### src/rtl/blk_tracker_pkg.sv
package blk_tracker_pkg;
  typedef struct packed {
    logic loadWr;
    logic dec;
    logic restore;
  } dpStrobe_t;
endpackage

### src/rtl/blk_tracker_ctrl.sv
module blk_tracker_ctrl
  import blk_tracker_pkg::*;
(
  input  logic      clk,
  input  logic      rstN,
  input  logic      wrEn,
  input  logic      xferActive,
  input  logic      cntEnable,
  input  logic      multiSel,
  input  logic      blockDone,
  input  logic      suspendCmd,
  input  logic      cntIsZero,
  input  logic      cntIsOne,
  output dpStrobe_t st,
  output logic      doneFlag
);
  logic counting;

  assign counting = cntEnable & multiSel & xferActive;

  always_comb begin
    st.restore = suspendCmd;
    st.loadWr  = wrEn & ~xferActive & ~suspendCmd;
    st.dec     = blockDone & counting & ~cntIsZero & ~suspendCmd;
  end

  always_ff @(posedge clk or negedge rstN) begin
    if (!rstN) doneFlag <= 1'b0;
    else       doneFlag <= st.dec & cntIsOne;
  end

  AST_DONE_SINGLE: assert property (@(posedge clk) disable iff (!rstN)
    doneFlag |=> !doneFlag);
  AST_DONE_AT_ZERO: assert property (@(posedge clk) disable iff (!rstN)
    doneFlag |-> cntIsZero);
endmodule

### src/rtl/blk_tracker_dp.sv
module blk_tracker_dp
  import blk_tracker_pkg::*;
#(
  parameter int DATA_W = 32,
  parameter int CNT_W  = 16,
  parameter int SIZE_W = 13
) (
  input  logic              clk,
  input  logic              rstN,
  input  dpStrobe_t         st,
  input  logic [DATA_W-1:0] wrData,
  output logic [CNT_W-1:0]  countQ,
  output logic [SIZE_W-1:0] sizeQ,
  output logic              cntIsZero,
  output logic              cntIsOne
);
  localparam int CNT_LSB = DATA_W - CNT_W;

  logic [CNT_W-1:0] shadowQ;

  always_ff @(posedge clk or negedge rstN) begin
    if (!rstN) begin
      countQ  <= '0;
      sizeQ   <= '0;
      shadowQ <= '0;
    end else if (st.restore) begin
      countQ <= shadowQ;
    end else if (st.loadWr) begin
      countQ  <= wrData[DATA_W-1:CNT_LSB];
      shadowQ <= wrData[DATA_W-1:CNT_LSB];
      sizeQ   <= wrData[SIZE_W-1:0];
    end else if (st.dec) begin
      countQ <= countQ - 1'b1;
    end
  end

  assign cntIsZero = (countQ == '0);
  assign cntIsOne  = (countQ == CNT_W'(1));

  AST_DEC_STEP: assert property (@(posedge clk) disable iff (!rstN)
    st.dec && !st.restore |=> countQ == $past(countQ) - 1'b1);
  AST_RESTORE_SHADOW: assert property (@(posedge clk) disable iff (!rstN)
    st.restore |=> countQ == $past(shadowQ));
  AST_ZERO_FLOOR: assert property (@(posedge clk) disable iff (!rstN)
    cntIsZero && !st.restore && !st.loadWr |=> cntIsZero);
endmodule

### src/rtl/blk_count_tracker.sv
module blk_count_tracker
  import blk_tracker_pkg::*;
#(
  parameter int DATA_W = 32,
  parameter int CNT_W  = 16,
  parameter int SIZE_W = 13
) (
  input  logic              clk,
  input  logic              rstN,
  input  logic              wrEn,
  input  logic [DATA_W-1:0] wrData,
  input  logic              cntEnable,
  input  logic              multiSel,
  input  logic              xferActive,
  input  logic              blockDone,
  input  logic              suspendCmd,
  output logic [CNT_W-1:0]  remCount,
  output logic              doneFlag,
  output logic [DATA_W-1:0] rdData
);
  localparam int CNT_LSB = DATA_W - CNT_W;

  dpStrobe_t         st;
  logic [CNT_W-1:0]  countQ;
  logic [SIZE_W-1:0] sizeQ;
  logic              cntIsZero;
  logic              cntIsOne;

  blk_tracker_ctrl u_ctrl (
    .clk(clk), .rstN(rstN), .wrEn(wrEn), .xferActive(xferActive),
    .cntEnable(cntEnable), .multiSel(multiSel), .blockDone(blockDone),
    .suspendCmd(suspendCmd), .cntIsZero(cntIsZero), .cntIsOne(cntIsOne),
    .st(st), .doneFlag(doneFlag)
  );

  blk_tracker_dp #(.DATA_W(DATA_W), .CNT_W(CNT_W), .SIZE_W(SIZE_W)) u_dp (
    .clk(clk), .rstN(rstN), .st(st), .wrData(wrData),
    .countQ(countQ), .sizeQ(sizeQ), .cntIsZero(cntIsZero), .cntIsOne(cntIsOne)
  );

  always_comb begin
    rdData = '0;
    rdData[DATA_W-1:CNT_LSB] = multiSel ? countQ : CNT_W'(1);
    rdData[SIZE_W-1:0]       = sizeQ;
  end

  assign remCount = countQ;

  AST_WRITE_IGNORED: assert property (@(posedge clk) disable iff (!rstN)
    xferActive && !suspendCmd |=> $stable(rdData[SIZE_W-1:0]));
  AST_SINGLE_READS_ONE: assert property (@(posedge clk) disable iff (!rstN)
    !multiSel |-> rdData[DATA_W-1:CNT_LSB] == CNT_W'(1));
endmodule

### config.mk
export PLATFORM = sky130hd
export DESIGN_NAME = blk_count_tracker
export DESIGN_NICKNAME = d
export VERILOG_FILES = /design/src/rtl/blk_tracker_pkg.sv /design/src/rtl/blk_tracker_ctrl.sv /design/src/rtl/blk_tracker_dp.sv /design/src/rtl/blk_count_tracker.sv
export SDC_FILE = /design/constraint.sdc
export NUM_CORES = 1
export LEC_CHECK = 0
export ABC_AREA = 1
export BUFFER_PORTS_ARGS = -buffer_cell sky130_fd_sc_hd__buf_4
export CAP_MARGIN = 20
export CORE_MARGIN = 3
export CORE_UTILIZATION = 55
export DETAILED_ROUTE_END_ITERATION = 8
export PLACE_DENSITY = 0.86
export SLEW_MARGIN = 10
export SYNTH_ARGS = -nofsm -noshare
export SYNTH_HDL_FRONTEND = slang
export SYNTH_SLANG_ARGS = --single-unit
### constraint.sdc
create_clock -name clk -period 3.2 [get_ports clk]
set_clock_uncertainty 0.15 [all_clocks]
set_input_delay 0.32 -clock clk [delete_from_list [all_inputs] [get_ports clk]]
set_output_delay 0.32 -clock clk [all_outputs]
set_load 0.05 [all_outputs]
-- After elaboration in Yosys (flattened, before gate mapping)
Index checks and enable logic that the tools add are counted.
- output and inout bits: 49
- word-level logic and storage cells: 24
- register bits after elaboration: 46
- bits in latches: 0
- memory bits (read-only): 0
- RAM bits: 0
- memories: 0
- input bits: 40
- reductions and logical operators: 3
- add/subtract/negate cells: 1
- multipliers: 0
- multiplexer cells: 4
- divide/modulo/power cells: 0
- order comparisons: 0
- equal/unequal tests: 1
- bitwise operators: 11
- shifts and indexed selects: 0
- operators by type and width (cell ; number):
    16-bit 2-to-1 mux ; 4
    16-bit by 1-bit equality test with 1-bit output (second input constant) ; 1
    16-bit zero test ; 1
    16-bit by 1-bit subtractor with 16-bit output (second input constant) ; 1
    1-bit bitwise AND ; 8
    1-bit inverter ; 3
    3-bit nonzero test ; 1
    2-bit AND reduction ; 1

-- Depth between registers and ports, before layout
- depth after elaboration: 8
- depth in mapped cells: 10
- gate-level depth less buffers: 10

-- Hierarchy
From an unflattened synthesis, not the netlist that was laid out.
- cell total of the unflattened synthesis: 368
- area, all modules: 2732.6 um2
- by module, submodules not included (module ; seq. area each (um2) ; area an instance (um2) ; times used ; cells each):
    blk_tracker_dp ; 1126.1 ; 2459.9 ; 1 ; 318
    blk_count_tracker ; 0.0 ; 187.7 ; 1 ; 38
    blk_tracker_ctrl ; 25.0 ; 85.1 ; 1 ; 12

-- Worst setup path after synthesis
OpenSTA, ideal clock, no wires.
- kind: reg2reg
- start: register u_dp.countQ[0]
- end: register u_dp.countQ[0]
- stages on the path, launching flop included: 11
- data required time: 2.929 ns
- clock period less this slack: 2.010 ns
- arrival: 1.739 ns
- path buffers: 1
- slack: 1.190 ns
- library setup time: 0.121 ns
- path through: dfrtp_1 inv_1 ha_1 nand2_4 nor2_8 nand2_4 nand2_8 nand2_4 buf_6 nand2_2 o21ai_2
- word-level cells in the longest chain between the ends: 5
- elaborated cells on any way between the ends: 9
- those cells by class: add/sub (1); mux (3); bitwise (3); reduce/logical (2)
- ends and longest elaborated chain (element ; RTL line ; RTL):
    start, declared ; blk_tracker_dp.sv:12 ; output logic [CNT_W-1:0] countQ,
    start signal, assigned ; blk_tracker_dp.sv:27 ; countQ <= shadowQ;
    start signal, assigned ; blk_tracker_dp.sv:29 ; countQ <= wrData[DATA_W-1:CNT_LSB];
    start signal, assigned ; blk_tracker_dp.sv:33 ; countQ <= countQ - 1'b1;
    branches (longest 5 deep; another with 16-bit by 1-bit subtractor with 16-bit output) ; n/a ;
Parallel ways; which one is timed is not known. The select of a mux whose other input is x is not followed.
A chain may end at the register's enable or synchronous reset.

-- Worst setup path in the final report
- start: register u_dp.countQ[0]
- end: register u_dp.countQ[4]
Same word-level chain as after synthesis.

==> flow_summary.toml <==
[run_status]
outcome = "finished, final reports clean"

[finish]
antenna_cells = 0
drive_gt1_share_pct = 24.9
area_growth_pct = 26.7
fillers = 409
layout.cells.most_common = "nand2_1"
fin_nets = 503
final_cell_mix = "nand2_1 (158), buf_4 (83), dfrtp_1 (46)"

[critical_path]
crit_fanout = 12
max_stage_delay_ns = 0.42
arrival_ns = 1.99
path_class = "flop to flop"
cp_top_family = "simple AND/OR/NAND/NOR gates"
cp-end-kind = "flop"
cpMostUsedCell = "nand2_4"
cp-start-kind = "flop"
path_cells = "inv_1, ha_1, nand2_4, nor2_8, nand2_4, nand2_8, nand2_4, nand3_1, o21ai_2"
critPathBufInv = 1
slowest_stage = "dfrtp_1"
cp.required_ns = 3.25

[synth]
ys_warn_count = 0
synthTopCellsByArea = "dfrtp_1 (42%), nand2_1 (22%), inv_1 (5.6%), nor2_1 (4.2%), nand3_1 (4.2%)"
synth_top_flop_cell = "dfrtp_1"
synth_top_area_share_pct = 42.0
netlist_area_mm2 = 0.00274
synth-seq-cells = 46
syn_avg_cell_area_um2 = 7.12
synth_edf_count = 0
synth-seq-area-share_pct = 42.0
yosysUniqueCellTypes = 29
syn_inst = 385
async_reset_ff_share_pct = 100
yosysTopAreaCell = "dfrtp_1"

[die]
initial_core_util_pct = 57.3
dieArea_mm2 = 0.00587
die_w_um = 76.6
coreArea_mm2 = 0.00479
die_h_um = 76.6
io-pin-count = 89
rows = 25

[global_route]
grt_pass1_vias = 2515
grt_overflow = 0
antenna_found_initial = 0
grt_pass1_wl_mm = 10.9
grt_max_degree = 47
grt_util_all_layers_pct = 23.0

[placement]
gp_congestion = 0.922
io_buffers = 82
post-dp-hpwl_mm = 4.66
pre_cts_ws_ns = 1.06

[timing]
post-route-period-util_pct = 60.7
clock.fmax_ghz = 0.515
max-slew-margin-rel_pct = 60.5
whs_ns = 0.0675
final_max_slew_viol_count = 0
grt_setup_unrepaired = "no"
hold_violations = 0
finalSetupViolCount = 0
tns_ns = 0
worstMarginPinSlew_ns = 0.592
fin_ws_ns = 1.26
final.min_clock_period_ns = 1.94

[clock_tree]
clock-sinks = 46
clock_latency_ns = 0.31
clk_pin_slew_worst_paths_ns = 0.09
post_cts_buffers = 0
cts-root-buf = "clkbuf_8"
cts_tree = "yes"
cts_buffer_depth = 2
htree_levels = 2
numCtsBuffers = 5

[drt]
ant_nets = 0
wl_per_cell_um = 12.1
vias_per_cell = 4.92
drt_first_iter_violations = 232
drc_errors = 0
dr_total_vias = 2601
drt_wl_total_mm = 6.39
first_pass_iters = 4

[pwr]
power.total_mw = 2.08
peakVddDrop_mv = 0.393
power.leakage_nw = 1.96
pwr_density_cell_mw_per_mm2 = 598

[worst_hold_path]
hp-class = "input pin to flop"

[flow_run]
maxCapViolCount = 0
path summary, 6_finish.rpt:
| kind | start | end | slack (ns) | depth (start not counted) |
|---|---|---|---|---|
| max | u_dp.countQ[0]$_DFFE_PN0P_ | u_dp.countQ[4]$_DFFE_PN0P_ | 1.26 | 9 |
| min | wrData[8] | u_dp.sizeQ[8]$_DFFE_PN0P_ | 0.07 | 3 |
| max reg2reg | u_dp.countQ[0]$_DFFE_PN0P_ | u_dp.countQ[4]$_DFFE_PN0P_ | 1.26 | 9 |
| min reg2reg | u_dp.sizeQ[8]$_DFFE_PN0P_ | u_dp.sizeQ[8]$_DFFE_PN0P_ | 0.32 | 2 |
| max in group asynchronous | rstN | u_dp.shadowQ[3]$_DFFE_PN0P_ | 2.08 | 2 |
| min in group asynchronous | rstN | u_dp.countQ[9]$_DFFE_PN0P_ | 0.40 | 2 |
routing by layer:
metal,part of all wire [%],track usage (%),vias to the layer above,routed length [µm]
li1,-,-,1329,-
met1,44,27.9,1159,2810
met2,46,38.8,105,2970
met3,8.4,6.86,8,536
met4,1.2,8.15,0,75
met5,0,0,-,0
cell families (layout without fill, tap and decap cells):
group           Yosys count  after routing  synth area share, %
simple gates            232            232                 37.1
flops                    46             46                 42.0
compound gates           43             43                 9.49
other cells               1              3                0.137
buf+inv                  59            134                 9.54
fa+ha+maj                 2              2                0.913
mux                       2              2                0.821
sequential cells by signal (all words and copies together), names as in the netlist:
name	cells
u_dp.shadowQ	16
u_dp.countQ	16
u_dp.sizeQ	13
u_ctrl.doneFlag	1
stage by stage:
| step | instances | utilization (%) | cell area [µm²] |
|---|---|---|---|
| final | 529 | 72.5 | 3470 |
| after global routing | 529 | 72.5 | 3470 |
| after CTS | 529 | 72.5 | 3470 |
| after detailed placement | 520 | 70.0 | 3350 |
| after global placement | 520 | 70.0 | 3350 |
| after floorplan | 387 | - | 2750 |
repair_timing:
item / in CTS / in global routing
gates resized for setup: 0 / 0
hold buffers: 1 / 0
hold endpoints to repair: 46 / 0
tightest hold or removal path, stage by stage:
cell and delay, ns:
buf_4 0.07, nand2_1 0.04, nand2_1 0.05
synthesized netlist by cell type, types with 2 or more instances:
| cell | n |
|---|---|
| nor2_4 | 4 |
| o21ai_0 | 15 |
| buf_2 | 5 |
| nand3_2 | 2 |
| mux2_2 | 2 |
| inv_1 | 41 |
| o21ai_2 | 5 |
| nand2_4 | 3 |
| clkbuf_1 | 4 |
| a21oi_1 | 17 |
| ha_1 | 2 |
| a22oi_1 | 2 |
| buf_4 | 7 |
| nand2_2 | 4 |
| and2_1 | 2 |
| nor3_1 | 2 |
| nand2_1 | 158 |
| o221ai_1 | 2 |
| nand3_1 | 23 |
| nor2_1 | 31 |
| dfrtp_1 | 46 |
cell type report:
type	instances	area [µm²]	share of cell area [%]
clock buffers	6	72.6	2.09
clock inverters	2	37.5	1.08
inverters	42	158	4.54
multi-input cells	282	1340	38.5
flip-flops and latches	46	1150	33.2
well taps	67	83.8	2.41
repair buffers	84	633	18.2
power breakdown:
group          leakage (nW)  internal [mW]  switching (mW)  total, mW
clock network        0.0514          0.233           0.200      0.433
logic                  1.33          0.265           0.603      0.868
registers             0.571          0.677          0.0990      0.776
total                  1.96           1.18           0.902       2.08
Note: power is estimated with default switching activity, not from simulation.
